`src/rtl/dir_pkg.sv`:
```
package dir_pkg;
  localparam logic [1:0] REQ_RD  = 2'd0;
  localparam logic [1:0] REQ_RDX = 2'd1;
  localparam logic [1:0] REQ_UPG = 2'd2;

  localparam logic [2:0] MSG_DATA   = 3'd0;
  localparam logic [2:0] MSG_GRANT  = 3'd1;
  localparam logic [2:0] MSG_FWDRD  = 3'd2;
  localparam logic [2:0] MSG_FWDRDX = 3'd3;
  localparam logic [2:0] MSG_INV    = 3'd4;

  typedef enum logic [1:0] {
    ST_INIT = 2'd0,
    ST_IDLE = 2'd1,
    ST_LOOK = 2'd2,
    ST_EMIT = 2'd3
  } eng_state_e;
endpackage

```
`src/rtl/dir_req_fifo.sv`:
```
module dir_req_fifo #(
  parameter int W     = 8,
  parameter int DEPTH = 4
) (
  input  logic         clk,
  input  logic         rst,
  input  logic         push,
  input  logic [W-1:0] wdata,
  input  logic         pop,
  output logic [W-1:0] rdata,
  output logic         empty,
  output logic         full
);
  localparam int PW = (DEPTH > 1) ? $clog2(DEPTH) : 1;
  localparam int CW = $clog2(DEPTH + 1);

  logic [W-1:0]  mem [DEPTH];
  logic [PW-1:0] wptr, rptr;
  logic [CW-1:0] cnt;
  logic          do_push, do_pop;

  assign empty   = (cnt == '0);
  assign full    = (cnt == CW'(DEPTH));
  assign do_push = push && !full;
  assign do_pop  = pop && !empty;
  assign rdata   = mem[rptr];

  always_ff @(posedge clk) begin
    if (do_push) mem[wptr] <= wdata;
  end

  always_ff @(posedge clk) begin
    if (rst) begin
      wptr <= '0;
      rptr <= '0;
      cnt  <= '0;
    end else begin
      if (do_push) wptr <= (wptr == PW'(DEPTH - 1)) ? '0 : wptr + 1'b1;
      if (do_pop)  rptr <= (rptr == PW'(DEPTH - 1)) ? '0 : rptr + 1'b1;
      case ({do_push, do_pop})
        2'b10:   cnt <= cnt + 1'b1;
        2'b01:   cnt <= cnt - 1'b1;
        default: cnt <= cnt;
      endcase
    end
  end

  // the occupancy never exceeds the storage
  a_r8_no_overflow: assert property (@(posedge clk) disable iff (rst)
    cnt <= CW'(DEPTH));

  // a lone pop of the last entry leaves the queue empty
  a_r8_pop_last: assert property (@(posedge clk) disable iff (rst)
    (do_pop && !do_push && cnt == CW'(1)) |=> empty);
endmodule

```
`src/rtl/dir_table.sv`:
```
module dir_table #(
  parameter int LINES = 4,
  parameter int EW    = 8
) (
  input  logic                     clk,
  input  logic                     we,
  input  logic                     re,
  input  logic [$clog2(LINES)-1:0] addr,
  input  logic [EW-1:0]            wdata,
  output logic [EW-1:0]            rdata
);
  logic [EW-1:0] mem [LINES];

  always_ff @(posedge clk) begin
    if (we) mem[addr] <= wdata;
    if (re) rdata <= mem[addr];
  end
endmodule

```
`src/rtl/dir_decide.sv`:
```
module dir_decide import dir_pkg::*; #(
  parameter int NODES    = 4,
  parameter bit SHARE_WB = 1'b0,
  localparam int NW      = $clog2(NODES)
) (
  input  logic [1:0]       kind,
  input  logic [NW-1:0]    req,
  input  logic [NW-1:0]    owner,
  input  logic [NODES-1:0] sharers,
  input  logic             hv,
  output logic [2:0]       p_kind,
  output logic [NW-1:0]    p_dst,
  output logic [NW-1:0]    n_owner,
  output logic [NODES-1:0] n_sharers,
  output logic             n_hv,
  output logic [NODES-1:0] inv_set
);
  logic [NODES-1:0] req_bit, own_bit;
  logic             eff_excl;

  for (genvar g = 0; g < NODES; g++) begin : g_dec
    assign req_bit[g] = (req == NW'(g));
    assign own_bit[g] = (owner == NW'(g));
  end

  always_comb begin
    eff_excl  = (kind != REQ_RD);
    p_kind    = MSG_DATA;
    p_dst     = req;
    n_owner   = owner;
    n_sharers = sharers;
    n_hv      = hv;
    inv_set   = '0;
    if (!eff_excl) begin
      if (hv) begin
        p_kind    = MSG_DATA;
        p_dst     = req;
        n_sharers = sharers | req_bit;
      end else begin
        p_kind    = MSG_FWDRD;
        p_dst     = owner;
        n_sharers = sharers | req_bit | own_bit;
        n_hv      = SHARE_WB;
      end
    end else begin
      if (kind == REQ_UPG && |(sharers & req_bit)) begin
        p_kind  = MSG_GRANT;
        p_dst   = req;
        inv_set = sharers & ~req_bit;
      end else if (owner == req && !hv) begin
        p_kind  = MSG_GRANT;
        p_dst   = req;
        inv_set = sharers & ~req_bit;
      end else if (hv) begin
        p_kind  = MSG_DATA;
        p_dst   = req;
        inv_set = sharers & ~req_bit;
      end else begin
        p_kind  = MSG_FWDRDX;
        p_dst   = owner;
        inv_set = sharers & ~req_bit & ~own_bit;
      end
      n_owner   = req;
      n_sharers = '0;
      n_hv      = 1'b0;
    end
  end
endmodule

```
`src/rtl/dir_home_ctrl.sv`:
```
module dir_home_ctrl import dir_pkg::*; #(
  parameter int NODES     = 4,
  parameter int LINES     = 4,
  parameter int DEPTH     = 4,
  parameter int HOME_NODE = 0,
  parameter bit SHARE_WB  = 1'b0,
  localparam int NW       = $clog2(NODES),
  localparam int LW       = $clog2(LINES),
  localparam int AW       = $clog2(NODES + 1)
) (
  input  logic          clk,
  input  logic          rst,
  input  logic          in_valid,
  output logic          in_ready,
  input  logic [1:0]    in_kind,
  input  logic [NW-1:0] in_node,
  input  logic [LW-1:0] in_line,
  output logic          out_valid,
  input  logic          out_ready,
  output logic [2:0]    out_kind,
  output logic [NW-1:0] out_dst,
  output logic [NW-1:0] out_req,
  output logic [LW-1:0] out_line,
  output logic [AW-1:0] out_acks
);
  localparam int QW = 2 + NW + LW;
  localparam int EW = 1 + NW + NODES;

  eng_state_e st;

  logic [QW-1:0] q_head;
  logic          q_empty, q_full, q_pop;
  logic [1:0]    h_kind;
  logic [NW-1:0] h_node;
  logic [LW-1:0] h_line;

  logic [LW-1:0] init_cnt;
  logic [1:0]    cur_kind;
  logic [NW-1:0] cur_req;
  logic [LW-1:0] cur_line;

  logic          t_we, t_re;
  logic [LW-1:0] t_addr;
  logic [EW-1:0] t_wdata, t_rdata;

  logic             rd_hv;
  logic [NW-1:0]    rd_owner;
  logic [NODES-1:0] rd_sharers;

  logic [2:0]       d_kind;
  logic [NW-1:0]    d_dst, d_owner;
  logic [NODES-1:0] d_sharers, d_inv;
  logic             d_hv;
  logic [AW-1:0]    d_cnt;

  logic [NODES-1:0] inv_pend;
  logic [AW-1:0]    inv_total;
  logic             inv_first;
  logic [NW-1:0]    pick;

  assign in_ready = !q_full;
  assign {h_kind, h_node, h_line} = q_head;
  assign q_pop = (st == ST_IDLE) && !q_empty;

  dir_req_fifo #(.W(QW), .DEPTH(DEPTH)) u_q (
    .clk   (clk),
    .rst   (rst),
    .push  (in_valid),
    .wdata ({in_kind, in_node, in_line}),
    .pop   (q_pop),
    .rdata (q_head),
    .empty (q_empty),
    .full  (q_full)
  );

  always_comb begin
    t_we    = (st == ST_INIT) || (st == ST_LOOK);
    t_re    = q_pop;
    t_addr  = h_line;
    t_wdata = {d_hv, d_owner, d_sharers};
    if (st == ST_INIT) begin
      t_addr  = init_cnt;
      t_wdata = {1'b1, NW'(HOME_NODE), {NODES{1'b0}}};
    end else if (st == ST_LOOK) begin
      t_addr  = cur_line;
    end
  end

  dir_table #(.LINES(LINES), .EW(EW)) u_tbl (
    .clk   (clk),
    .we    (t_we),
    .re    (t_re),
    .addr  (t_addr),
    .wdata (t_wdata),
    .rdata (t_rdata)
  );

  assign {rd_hv, rd_owner, rd_sharers} = t_rdata;

  dir_decide #(.NODES(NODES), .SHARE_WB(SHARE_WB)) u_dec (
    .kind      (cur_kind),
    .req       (cur_req),
    .owner     (rd_owner),
    .sharers   (rd_sharers),
    .hv        (rd_hv),
    .p_kind    (d_kind),
    .p_dst     (d_dst),
    .n_owner   (d_owner),
    .n_sharers (d_sharers),
    .n_hv      (d_hv),
    .inv_set   (d_inv)
  );

  always_comb begin
    d_cnt = '0;
    for (int i = 0; i < NODES; i++) d_cnt = d_cnt + AW'(d_inv[i]);
  end

  always_comb begin
    pick = '0;
    for (int i = NODES - 1; i >= 0; i--) begin
      if (inv_pend[i]) pick = NW'(i);
    end
  end

  always_ff @(posedge clk) begin
    if (rst) begin
      st        <= ST_INIT;
      init_cnt  <= '0;
      cur_kind  <= '0;
      cur_req   <= '0;
      cur_line  <= '0;
      out_valid <= 1'b0;
      out_kind  <= '0;
      out_dst   <= '0;
      out_req   <= '0;
      out_line  <= '0;
      out_acks  <= '0;
      inv_pend  <= '0;
      inv_total <= '0;
      inv_first <= 1'b0;
    end else begin
      case (st)
        ST_INIT: begin
          init_cnt <= init_cnt + 1'b1;
          if (init_cnt == LW'(LINES - 1)) st <= ST_IDLE;
        end
        ST_IDLE: begin
          if (!q_empty) begin
            cur_kind <= h_kind;
            cur_req  <= h_node;
            cur_line <= h_line;
            st       <= ST_LOOK;
          end
        end
        ST_LOOK: begin
          out_valid <= 1'b1;
          out_kind  <= d_kind;
          out_dst   <= d_dst;
          out_req   <= cur_req;
          out_line  <= cur_line;
          out_acks  <= '0;
          inv_pend  <= d_inv;
          inv_total <= d_cnt;
          inv_first <= 1'b1;
          st        <= ST_EMIT;
        end
        default: begin
          if (out_ready) begin
            if (|inv_pend) begin
              out_kind       <= MSG_INV;
              out_dst        <= pick;
              out_acks       <= inv_first ? inv_total : '0;
              inv_first      <= 1'b0;
              inv_pend[pick] <= 1'b0;
            end else begin
              out_valid <= 1'b0;
              st        <= ST_IDLE;
            end
          end
        end
      endcase
    end
  end

  // a stalled message holds every field
  a_r9_hold: assert property (@(posedge clk) disable iff (rst)
    (out_valid && !out_ready) |=> (out_valid && $stable(out_kind) &&
      $stable(out_dst) && $stable(out_req) && $stable(out_line) && $stable(out_acks)));

  // only invalidations carry an acknowledgement total
  a_r7_acks_inv_only: assert property (@(posedge clk) disable iff (rst)
    (out_valid && out_kind != MSG_INV) |-> (out_acks == '0));

  // the requester is never invalidated
  a_r6_inv_not_req: assert property (@(posedge clk) disable iff (rst)
    (out_valid && out_kind == MSG_INV) |-> (out_dst != out_req));

  // an upgrade from a listed sharer gets a grant
  a_r5_upg_grant: assert property (@(posedge clk) disable iff (rst)
    (st == ST_LOOK && cur_kind == REQ_UPG && rd_sharers[cur_req]) |-> (d_kind == MSG_GRANT));

  // an exclusive request leaves the requester as sole holder
  a_r4_excl_entry: assert property (@(posedge clk) disable iff (rst)
    (st == ST_LOOK && cur_kind != REQ_RD) |-> (d_owner == cur_req && d_sharers == '0 && !d_hv));
endmodule

```
`config.mk`:
```
export PLATFORM = sky130hd
export DESIGN_NAME = dir_home_ctrl
export DESIGN_NICKNAME = d
export VERILOG_FILES = /design/src/rtl/dir_pkg.sv /design/src/rtl/dir_req_fifo.sv /design/src/rtl/dir_table.sv /design/src/rtl/dir_decide.sv /design/src/rtl/dir_home_ctrl.sv
export SDC_FILE = /design/constraint.sdc
export NUM_CORES = 1
export LEC_CHECK = 0
export ABC_AREA = 1
export BUFFER_PORTS_ARGS = -buffer_cell sky130_fd_sc_hd__buf_2
export CORE_MARGIN = 1.5
export CORE_UTILIZATION = 55
export DETAILED_ROUTE_END_ITERATION = 10
export GPL_TIMING_DRIVEN = 0
export PLACE_DENSITY = 0.76
export SYNTH_ARGS = -nofsm -noshare
export SYNTH_HDL_FRONTEND = slang
export SYNTH_SLANG_ARGS = --single-unit
export TNS_END_PERCENT = 50
```
`constraint.sdc`:
```
create_clock -name clk -period 3.2 [get_ports clk]
set_input_delay 0.32 -clock clk [delete_from_list [all_inputs] [get_ports clk]]
set_output_delay 0.32 -clock clk [all_outputs]
set_load 0.01 [all_outputs]
```
==> impl_metrics.env <==
export IMPL_status="completed"
export IMPL_cts_root_buf="clkbuf_8"
export IMPL_cp_max_fo=10
export IMPL_hold_start="in_kind[1]"
export IMPL_vdd_ir_drop_max_mv=0.363
export IMPL_place_ws_ns=0.434
export IMPL_arrival_ns=2.78
export IMPL_seq_power_share=0.474
export IMPL_swShare=0.372
export IMPL_overflow=0
export IMPL_synth_seq_cells=99
export IMPL_layout_setup_ws_ns=0.396
export IMPL_fmax_ghz=0.357
export IMPL_critPathLaunch="st[0]"
export IMPL_gp_congestion=0.931
export IMPL_yosys_warnings=0
export IMPL_via_per_inst=5.47
export IMPL_synth_top_area_frac=0.404
export IMPL_netlist_instances=464
export IMPL_num_vias=3304
export IMPL_syn_area_um2=4380
export IMPL_drive_above_1_share=0.122
export IMPL_cts_tree="done"
export IMPL_synth_edf_count=59
export IMPL_cp_start_kind="register"
export IMPL_drc=0
export IMPL_p_clk_frac=0.178
export IMPL_diodes=0
export IMPL_syn_to_final_growth_pct=9.37
export IMPL_placed_area_um2=4620
export IMPL_hold_viol_final=0
export IMPL_crit_family="simple AND/OR/NAND/NOR gates"
export IMPL_initial_core_util=0.567
export IMPL_grt_util_all_layers=0.221
export IMPL_rows=32
export IMPL_fin_nets=521
export IMPL_synth_top_cells_by_area="edfxtp_1 40%, dfxtp_1 18%, nand2_1 8.4%, nand3_1 5.1%, o21ai_0 4.5%"
export IMPL_synthMostInstantiatedCell="nand2_1"
export IMPL_hold_path_class="input port to register"
export IMPL_post_cts_buffers=0
export IMPL_worst_setup_path_end_kind="register"
export IMPL_max_stage_delay_ns=0.81
export IMPL_fp_dieW_um=92.2
export IMPL_synthesis_nets=488
export IMPL_wl_per_cell_um=14.1
export IMPL_tightestPinTransition_ns=1.03
export IMPL_cellPowerDensity_nw_per_um2=835
export IMPL_grt_max_degree=18
export IMPL_drv_slew=0
export IMPL_fin_crit_ns=2.80
export IMPL_drtIter0Drc=157
export IMPL_power_internal_mw=2.51
export IMPL_required_ns=3.18
export IMPL_die_area_um2=8510
export IMPL_power_switching_mw=1.49
export IMPL_skew_ns=0.0124
export IMPL_ys_seq_area_frac=0.587
export IMPL_ys_flop_type="edfxtp_1"
export IMPL_drv_cap=0
export IMPL_grt_pass1_vias=3162
export IMPL_async_flop_share=0
export IMPL_grt_pass1_wl_mm=14.5
export IMPL_routed_wl_met3_um=402
export IMPL_power_mw=4.00
export IMPL_combPwrFrac=0.348
export IMPL_antenna_found_initial=0
export IMPL_routed_top_layer="met4"
export IMPL_clk_pin_slew_ns=0.10
export IMPL_finalInstanceArea_um2=4790
export IMPL_leakage_nw=1.91
export IMPL_setup_violations=0
export IMPL_rsz0062_at_grt="no"
export IMPL_path_class="register to register"
export IMPL_drt_pass1_iterations=5
export IMPL_clk_path_buf_depth=2
export IMPL_cts_resized=0
export IMPL_drt_met1_wl_mm=3.74
export IMPL_finalCritPeriodShare=0.876
export IMPL_crit_path_cell_trace="inv_1, ha_1, nor2_1, nand3_1, nand2_2, inv_2, nor3_1"
export IMPL_postSynthAreaPerCell_um2=9.44
export IMPL_finalWirelength_mm=8.51
export IMPL_critPathBufInv=2
export IMPL_io_buffers=22
export IMPL_io_pins=24
export IMPL_core_area_um2=7730
export IMPL_hpwlAfterDp_mm=6.22
export IMPL_synth_top_area_cell="edfxtp_1"
export IMPL_ant_nets=0
export IMPL_fin_tns_setup_ns=0
export IMPL_maxSlewHeadroom=0.307
export IMPL_slowest_stage="nor3_1"
export IMPL_clkSinkCount=99
export IMPL_synth_distinct_cells=34
export IMPL_wl_met2_mm=4.23
export IMPL_synthTopCellsByCount="98 x nand2_1, 59 x edfxtp_1, 52 x nor2_1, 45 x nand3_1, 40 x dfxtp_1"
export IMPL_cts_buffers_inserted=9
export IMPL_insertion_delay_ns=0.36
export IMPL_h_tree_depth=3
export IMPL_die_y_um=92.2
export IMPL_regToRegStartpoint="st[0]"
export IMPL_postCtsHoldBufs=0
[area by class of cell]
class,instances,area [µm²]
buffer,17,114
clock buffer,9,124
clock inverter,7,48.8
fill,640,2940
inverter,35,131
multi-input combinational,313,1560
sequential,99,2570
tap,102,128
timing repair buffer,22,110
[kinds of logic after synthesis]
family                     count (synthesis)  synth area share
and+or+nand+nor                          209             0.201
DFF                                       99             0.587
AOI/OAI and AO/OA                         88             0.109
buffers and inverters                     52            0.0560
adders and majority gates                 14            0.0434
xor gates and xnor gates                   2           0.00400
[cell usage in the layout, fill, tap and decap left out, types with 2 or more instances in the layout]
| cell type | instances |
|---|---|
| buf_2 | 27 |
| a211oi_1 | 2 |
| buf_4 | 2 |
| a21oi_1 | 36 |
| inv_6 | 2 |
| nor3_1 | 5 |
| inv_1 | 30 |
| dfxtp_1 | 40 |
| nand2_1 | 98 |
| xnor2_1 | 2 |
| nand3_1 | 45 |
| nand2_2 | 3 |
| o21ai_0 | 39 |
| clkbuf_1 | 6 |
| clkinvlp_4 | 2 |
| buf_6 | 2 |
| o21ai_2 | 2 |
| a31oi_1 | 4 |
| clkinv_2 | 2 |
| a221oi_1 | 2 |
| edfxtp_1 | 59 |
| inv_2 | 4 |
| fa_1 | 2 |
| nor2_1 | 52 |
| ha_1 | 12 |
| clkbuf_8 | 10 |
[path summary, 6_finish.rpt]
path / to / slack [ns] / cells after the start
max: u_tbl.mem[3][6] / 0.40 / 7
min reg2reg: out_line[1] / 0.46 / 2
max reg2reg: u_tbl.mem[3][6] / 0.40 / 7
min: u_q.mem[1][5] / 0.16 / 1
[through the flow]
| step | std cells | hold slack (ns) | utilization |
|---|---|---|---|
| finish | 604 | 0.162 | 0.620 |
| global route | 604 | 0.147 | 0.620 |
| CTS | 604 | 0.146 | 0.620 |
| detailed placement | 588 | 0.450 | 0.598 |
| global placement | 588 | 0.449 | 0.598 |
| floorplan | 464 | 0.419 | - |
[worst register-to-register path: cells and delay by family, from the launching register on]
kind / cells / cell delay [ns]
buf+inv: 2 / 0.20
simple gates: 4 / 1.56
fa+ha+maj: 1 / 0.29
flops: 1 / 0.37
[metal layers]
layer	GRT usage	vias up
met4	0.0833	0
met1	0.283	1545
met5	0	-
met2	0.367	105
li1	-	1640
met3	0.0481	14
[power by group through the flow]
| stage | logic, mW | clock network (mW) | registers [mW] |
|---|---|---|---|
| finish | 1.39 | 0.712 | 1.90 |
| CTS | 1.39 | 0.730 | 1.89 |
| floorplan | 1.03 | 0 | 1.90 |
| global route | 1.57 | 0.786 | 1.93 |
| global placement | 1.34 | 0 | 1.91 |
| detailed placement | 1.38 | 0 | 1.92 |
[sequential cells by signal, summed over array words and instances (netlist names), 2 cells and up, named ones only]
register and flops:
u_tbl.mem 28, u_q.mem 24, u_tbl.rdata 7, inv_pend 4, inv_total 3, out_acks 3, out_kind 3, u_q.cnt 3
cur_kind 2, cur_line 2, cur_req 2, init_cnt 2, out_dst 2, out_line 2, out_req 2, st 2
u_q.rptr 2, u_q.wptr 2
Note: power is estimated with default switching activity, not from simulation.
